File: src/rtl/i2c_sf_pkg.sv
package i2c_sf_pkg;

    typedef enum logic [1:0] {
        TRK_IDLE = 2'd0,
        TRK_ADDR = 2'd1,
        TRK_DATA = 2'd2
    } trk_state_e;

    localparam int FLAG_N  = 3;
    localparam int FLG_EXT = 0;
    localparam int FLG_ARB = 1;
    localparam int FLG_MST = 2;

endpackage

File: src/rtl/sf_flag_cell.sv
module sf_flag_cell #(
    parameter bit SET_WINS = 1'b0
) (
    input  logic clk,
    input  logic rst_n,
    input  logic kill,
    input  logic set_i,
    input  logic clr_i,
    output logic q
);

    logic q_nx;

    generate
        if (SET_WINS) begin : g_set_prio
            always_comb begin
                if (kill)       q_nx = 1'b0;
                else if (set_i) q_nx = 1'b1;
                else if (clr_i) q_nx = 1'b0;
                else            q_nx = q;
            end
        end else begin : g_clr_prio
            always_comb begin
                if (kill || clr_i) q_nx = 1'b0;
                else if (set_i)    q_nx = 1'b1;
                else               q_nx = q;
            end
        end
    endgenerate

    always_ff @(posedge clk or negedge rst_n) begin
        if (!rst_n) q <= 1'b0;
        else        q <= q_nx;
    end

endmodule

File: src/rtl/sf_addr_track.sv
module sf_addr_track
    import i2c_sf_pkg::*;
#(
    parameter int BYTE_BITS = 8,
    parameter int ADDR_W    = 8,
    parameter int NIB_W     = 4
) (
    input  logic              clk,
    input  logic              rst_n,
    input  logic              kill,
    input  logic              start_det,
    input  logic              bus_end,
    input  logic              scl_rise,
    input  logic [ADDR_W-1:0] rx_addr,
    output logic              ext_hit
);

    localparam int CNT_W = $clog2(BYTE_BITS + 1);
    localparam logic [CNT_W-1:0] LAST_EDGE = CNT_W'(BYTE_BITS - 1);
    localparam logic [NIB_W-1:0] NIB_LO = '0;
    localparam logic [NIB_W-1:0] NIB_HI = '1;

    trk_state_e       st_q, st_nx;
    logic [CNT_W-1:0] cnt_q, cnt_nx;
    logic             last_edge;
    logic [NIB_W-1:0] nib;

    assign nib       = rx_addr[ADDR_W-1 -: NIB_W];
    assign last_edge = scl_rise && (cnt_q == LAST_EDGE);

    // State register
    always_ff @(posedge clk or negedge rst_n) begin
        if (!rst_n) begin
            st_q  <= TRK_IDLE;
            cnt_q <= '0;
        end else begin
            st_q  <= st_nx;
            cnt_q <= cnt_nx;
        end
    end

    // Next state: BUS_END, START_SEEN, BYTE_DONE
    always_comb begin
        st_nx  = st_q;
        cnt_nx = cnt_q;
        if (kill || bus_end) begin
            st_nx  = TRK_IDLE;
            cnt_nx = '0;
        end else if (start_det) begin
            st_nx  = TRK_ADDR;
            cnt_nx = '0;
        end else begin
            unique case (st_q)
                TRK_IDLE: st_nx = TRK_IDLE;
                TRK_ADDR: begin
                    if (last_edge) begin
                        st_nx  = TRK_DATA;
                        cnt_nx = '0;
                    end else if (scl_rise) begin
                        cnt_nx = cnt_q + 1'b1;
                    end
                end
                TRK_DATA: st_nx = TRK_DATA;
                default:  st_nx = TRK_IDLE;
            endcase
        end
    end

    // Outputs
    always_comb begin
        ext_hit = 1'b0;
        unique case (st_q)
            TRK_ADDR: ext_hit = last_edge && !kill && !bus_end && !start_det &&
                                ((nib == NIB_LO) || (nib == NIB_HI));
            default:  ext_hit = 1'b0;
        endcase
    end

endmodule

File: src/rtl/i2c_stat_flags.sv
module i2c_stat_flags
    import i2c_sf_pkg::*;
#(
    parameter int BYTE_BITS = 8,
    parameter int ADDR_W    = 8,
    parameter int LOW_W     = 5
) (
    input  logic              clk,
    input  logic              rst_n,
    input  logic              ctl_en,
    input  logic              evt_start_gen,
    input  logic              evt_start_det,
    input  logic              evt_stop_det,
    input  logic              evt_arb_lost,
    input  logic              evt_release,
    input  logic              evt_scl_rise,
    input  logic [ADDR_W-1:0] rx_addr,
    input  logic              rd_stb,
    input  logic [LOW_W-1:0]  low_stat,
    output logic [LOW_W+FLAG_N-1:0] stat_q
);

    localparam logic [FLAG_N-1:0] SET_PRIO = FLAG_N'(1 << FLG_ARB);

    logic              en_d;
    logic              en_fall;
    logic              ext_hit;
    logic [FLAG_N-1:0] f_set, f_clr, f_q;

    always_ff @(posedge clk or negedge rst_n) begin
        if (!rst_n) en_d <= 1'b0;
        else        en_d <= ctl_en;
    end
    assign en_fall = en_d && !ctl_en;

    sf_addr_track #(
        .BYTE_BITS (BYTE_BITS),
        .ADDR_W    (ADDR_W)
    ) trk_i (
        .clk       (clk),
        .rst_n     (rst_n),
        .kill      (en_fall),
        .start_det (evt_start_det),
        .bus_end   (evt_stop_det || evt_release),
        .scl_rise  (evt_scl_rise),
        .rx_addr   (rx_addr),
        .ext_hit   (ext_hit)
    );

    always_comb begin
        f_set          = '0;
        f_clr          = '0;
        f_set[FLG_MST] = evt_start_gen;
        f_clr[FLG_MST] = evt_stop_det || evt_arb_lost || evt_release;
        f_set[FLG_ARB] = evt_arb_lost;
        f_clr[FLG_ARB] = rd_stb;
        f_set[FLG_EXT] = ext_hit;
        f_clr[FLG_EXT] = evt_start_det || evt_stop_det || evt_release;
    end

    for (genvar g = 0; g < FLAG_N; g++) begin : g_flag
        sf_flag_cell #(.SET_WINS(SET_PRIO[g])) cell_i (
            .clk   (clk),
            .rst_n (rst_n),
            .kill  (en_fall),
            .set_i (f_set[g]),
            .clr_i (f_clr[g]),
            .q     (f_q[g])
        );
    end

    assign stat_q = {f_q, low_stat};

endmodule

File: config.mk
export PLATFORM = sky130hd
export DESIGN_NAME = i2c_stat_flags
export DESIGN_NICKNAME = d
export VERILOG_FILES = /design/src/rtl/i2c_sf_pkg.sv /design/src/rtl/sf_flag_cell.sv /design/src/rtl/sf_addr_track.sv /design/src/rtl/i2c_stat_flags.sv
export SDC_FILE = /design/constraint.sdc
export NUM_CORES = 1
export LEC_CHECK = 0
export BUFFER_PORTS_ARGS = -buffer_cell sky130_fd_sc_hd__buf_2
export CORE_UTILIZATION = 37
export CTS_CLUSTER_DIAMETER = 120
export DETAILED_ROUTE_END_ITERATION = 6
export PLACE_DENSITY = 0.72
export SLEW_MARGIN = 40
export SYNTH_ARGS = -nofsm -noshare
export SYNTH_HDL_FRONTEND = slang
export SYNTH_HIERARCHICAL = 1
export SYNTH_SLANG_ARGS = --single-unit
File: constraint.sdc
create_clock -name clk -period 1.73 [get_ports clk]
set_clock_uncertainty 0.05 [all_clocks]
set_input_delay 0.173 -clock clk [delete_from_list [all_inputs] [get_ports clk]]
set_output_delay 0.173 -clock clk [all_outputs]
set_load 0.005 [all_outputs]
### Word level (Yosys, flattened, before mapping)

Index checks and enable logic that the tools add are counted.

* input bits: 23
* flip-flop bits (word level): 10
* output and inout port bits: 8

* reductions and logical operators: 26
* mux-type cells: 17
* add/subtract/negate cells: 1
* eq/ne operators: 5

Operator list (count)
* $mux 4: 5
* $logic_or 1x1->1: 9
* $mux 1: 8
* $logic_and 1x1->1: 6
* $mux 2: 3
* $reduce_bool 3->1: 2
* $add 4x1->4 const B: 1
* $eq 4x3->1 const B: 1
* $eq 4x4->1 const B: 1
* $logic_not 1->1: 4
* $logic_not 4->1: 1
* $ne 4x2->1 const B: 1
* $pmux 2 s2: 1
* $reduce_bool 2->1: 2
* $reduce_bool 4->1: 1
* $eq 2x1->1 const B: 1
* $eq 2x2->1 const B: 1
* $reduce_and 2->1: 1

### Depth between registers and ports, before layout

* depth in word-level cells: 10
* depth in mapped cells: 6
* gate-level depth less buffers: 6

### Modules after synthesis

Netlist, hierarchy kept.

By module, submodules not included
* sf_addr_track: area an instance 342.8 sq um, times used 1, cells each 35
* i2c_stat_flags: area an instance 87.6 sq um, times used 1, cells each 10
* sf_flag_cell at g_flag[0].cell_i ...: area an instance 38.8 sq um, times used 2, cells each 3
* sf_flag_cell at g_flag[1].cell_i: area an instance 43.8 sq um, times used 1, cells each 4

### Worst setup path after synthesis

Ideal clock, no wire load.

* path type: register to register
* start point: reg en_d
* end point: reg g_flag[0].cell_i.q
* setup slack: 0.113 ns
* stages on the path, launching flop included: 7
* arrival: 1.487 ns
* cells stage by stage: dfrtp_1 > nor2b_1 > or3_1 > clkbuf_1 > a2111oi_2 > nor2_1 > nor3_2

* longest elaborated chain between the ends: 8

RTL lines
* from (decl): line i2c_stat_flags.sv:25 `logic en_d;`
* from (signal assigned): line i2c_stat_flags.sv:32 `else en_d <= ctl_en;`
* $logic_and 1x1->1: line i2c_stat_flags.sv:34 `assign en_fall = en_d && !ctl_en;`
* named net en_fall: line i2c_stat_flags.sv:26 `logic en_fall;`
* $logic_not 1->1: line sf_addr_track.sv:73 `TRK_ADDR: ext_hit = last_edge && !kill && !bus_end && !start_det &&`
* $logic_and 1x1->1 (4 in series): line sf_addr_track.sv:73
* $mux 1: line sf_addr_track.sv:72 `unique case (st_q)`
* named net ext_hit: line i2c_stat_flags.sv:27 `logic ext_hit;`
* $reduce_bool 2->1 (no line)
* to (signal assigned): line sf_flag_cell.sv:33 `else q <= q_nx;`
* to (decl): line sf_flag_cell.sv:9 `output logic q`

The timed path passes the listed nets, and every way through them passes these cells.
A chain may end at the register's enable or synchronous reset.

### Final worst setup path

* start point: in ctl_en
* end point: reg g_flag[0].cell_i.q

* longest elaborated chain between the ends: 9

RTL lines
* from (decl): line i2c_stat_flags.sv:10 `input logic ctl_en,`
* $logic_not 1->1: line i2c_stat_flags.sv:34
* $logic_and 1x1->1: line i2c_stat_flags.sv:34
* named net en_fall: line i2c_stat_flags.sv:26
* $logic_not 1->1: line sf_addr_track.sv:73
* $logic_and 1x1->1 (4 in series): line sf_addr_track.sv:73
* $mux 1: line sf_addr_track.sv:72
* named net ext_hit: line i2c_stat_flags.sv:27
* $reduce_bool 2->1 (no line)

The timed path passes the listed nets, and every way through them passes these cells.

==> flow_summary.toml <==
[run_status]
status = "finished clean"

[global_route]
first_global_vias = 365
antenna_found_initial = 0
grt_pass1_wl_um = 1300
grt_max_degree = 11
grt_overflow = 0
grt_util_all_layers = 0.129

[placement]
place.gp.congestion = 0.655
port_buffers = 16
dpl.cell_count = 83
place_area_um2 = 632
dp_hpwl_um = 703
pre_cts_ws_ps = 208

[cts]
path_clk_slew_ps = 60
clock-sinks = 10
clockBufferDepth = 2
cts_inserted_buffers = 3
h-tree-depth = 1
clock_latency_ps = 260
cts_tree = "done"
cts_root_buf = "clkbuf_4"

[routing]
drtIter0Drc = 4
routed_wl_um = 937
via_per_inst = 5.15
wl_per_cell_um = 10.6
drc_errors = 0
antenna_left = 0
vias = 453
dr.pass1.iters = 4

[setup_path]
path_cells = "dlygate4sd3_1 -> buf_2 -> nor2b_1 -> or3_1 -> a2111oi_4 -> nor2_1 -> nor3_2"
r2r_start = "trk_i/cnt_q[0]"
path_max_fanout = 2
r2r_cells = 4
crit_path_end_kind = "register"
cp-start-kind = "input pin"
crit_path_top_delay_cell = "dlygate4sd3_1"
required_ps = 1860
critPathLaunch = "ctl_en"
r2r_setup_slack_ps = 160
crit_end = "g_flag[0].cell_i/q"
cpPeakStageDelay_ps = 520
path_class = "input pin to register"
r2r_end = "trk_i/cnt_q[3]"
arrival_ps = 1770

[pwr]
switching_share = 0.228
p_total_mw = 0.449
seqPwrFrac = 0.536
peakVddDrop_v = 0.000440
powerDensity_nw_per_um2 = 653
total_leakage_power_nw = 0.304
p_sw_mw = 0.102
combPwrFrac = 0.121
intPower_mw = 0.346
pwr-share-clk = 0.343

[yosys]
synthCells = 55
yosys_most_used_dff = "dfrtp_1"
synth.most_common_cell = "dfrtp_1"
synth-edff-count = 0
ys_seq_elements = 10
syn_area_um2 = 552
ys_types = 27
netlist.area_leader.share = 0.454
synthArstFlopShare = 1.00
ys.warnings.count = 6
post_synth.cell_area_avg_um2 = 10.0
syn_nets = 80
synth_area_leader_cell = "dfrtp_1"
synth.area.top_cells = "dfrtp_1 (45%), buf_4 (6.8%), ha_1 (4.5%)"
synth_top_cells_by_count = "dfrtp_1 (10), buf_4 (5), a21oi_1 (4), nand3_1 (4)"
seq_area_frac_synth = 0.454

[sta]
slew_headroom = 0.803
final.period_utilization = 0.948
max_slew.worst_pin.slew_ps = 295
holdWs_ps = 105
timing_hold_violations_final = 0
min_period_ps = 1640
rsz0062_at_grt = "no"
maxSlewViolCount = 0
fin_ws_ps = 89.4
tns_ps = 0
timing.fmax_mhz = 610
setup_viol = 0

[final_layout]
drive_gt1_frac = 0.384
nets = 100
post-route-cell-area_um2 = 687
antenna-diode-count = 0
areaGrowthSynthToFinish_pct = 24.5
fin_util = 0.509
stdcell_count = 88

[floorplanning]
num_io_pins = 31
die_area_um2 = 1650
dieWidth_um = 40.6
row_count = 13
coreArea_um2 = 1350
initial_core_util = 0.409
chipHeight_um = 40.6

[flow_run]
cap_violations = 0

[min_path]
hold_path_class = "input pin to register"
flip-flops by register name, summed over array words and instances (netlist names):
register,flops
trk_i/cnt_q,4
trk_i/st_q,2
g_flag.cell_i/q,3
en_d,1
cells by family (layout without fill, tap and decap cells):
kind of cell,after synthesis,count (layout),synth area share
AO/OA/AOI/OAI,9,9,0.113
XOR/XNOR,1,1,0.0159
adder cells (fa/ha/maj),2,2,0.0453
buffers and inverters,9,27,0.0952
flip-flops,10,10,0.454
AND/OR/NAND/NOR,24,24,0.277
placed cells by master (no fill, tap or decap), drive strengths merged:
cell,count
dfrtp,10
nand3,4
buf,19
or2,1
or3,3
xor2,1
clkbuf,3
inv,3
ha,2
a31oi,1
o21ai,1
or4b,1
nor3,3
a2111oi,1
or4,1
nand4,1
dlygate4sd3,2
nand2b,1
nor2,3
nor2b,1
a21o,1
or3b,1
a21oi,5
nand4b,1
nand2,3
timing repair:
item                                    4_1_cts  5_1_grt
gates resized for setup                       0        1
hold buffers                                  2        0
endpoints found under the setup margin        0        1
hold endpoints to repair                     11        0
buffers inserted                              0        0
routing by layer:
| layer | vias to the layer above | GRT usage | wire length, µm | part of all wire |
|---|---|---|---|---|
| met5 | - | 0 | 0 | 0 |
| met4 | 0 | 0.100 | 17 | 0.018 |
| met3 | 2 | 0.0489 | 59 | 0.063 |
| met2 | 10 | 0.206 | 469 | 0.50 |
| met1 | 212 | 0.136 | 390 | 0.42 |
| li1 | 229 | - | - | - |
worst min path at each step:
stage | to | startpoint | slack [ps] | cells past startpoint
after floorplan | en_d | rst_n | -170 | 0
after global placement | g_flag[1].cell_i/q | rst_n | -4 | 1
after detailed placement | g_flag[1].cell_i/q | rst_n | -4 | 1
after CTS | g_flag[1].cell_i/q | evt_arb_lost | 100 | 3
after global routing | g_flag[1].cell_i/q | evt_arb_lost | 110 | 3
final | g_flag[1].cell_i/q | evt_arb_lost | 110 | 3
worst max-delay path, delay by kind of cell:
family	cells	cell delay (ps)
buffers and inverters	2	630
and+or+nand+nor	4	630
AOI/OAI and AO/OA	1	340
area by class of cell:
class	instances	area [µm²]
Fill cell	132	663
Multi-Input combinational cell	36	262
Sequential cell	10	250
Timing Repair Buffer	21	123
Clock buffer	3	22.5
Tap cell	15	18.8
Inverter	3	11.3
power by group through the flow:
stage	Sequential (mW)	Combinational, mW	Clock, mW
after floorplan	0.245	0.0285	0
after CTS	0.240	0.0543	0.159
after detailed placement	0.245	0.0507	0
after global placement	0.245	0.0498	0
final	0.240	0.0543	0.154
after global routing	0.241	0.0621	0.177
(Power assumes the default switching activity.)
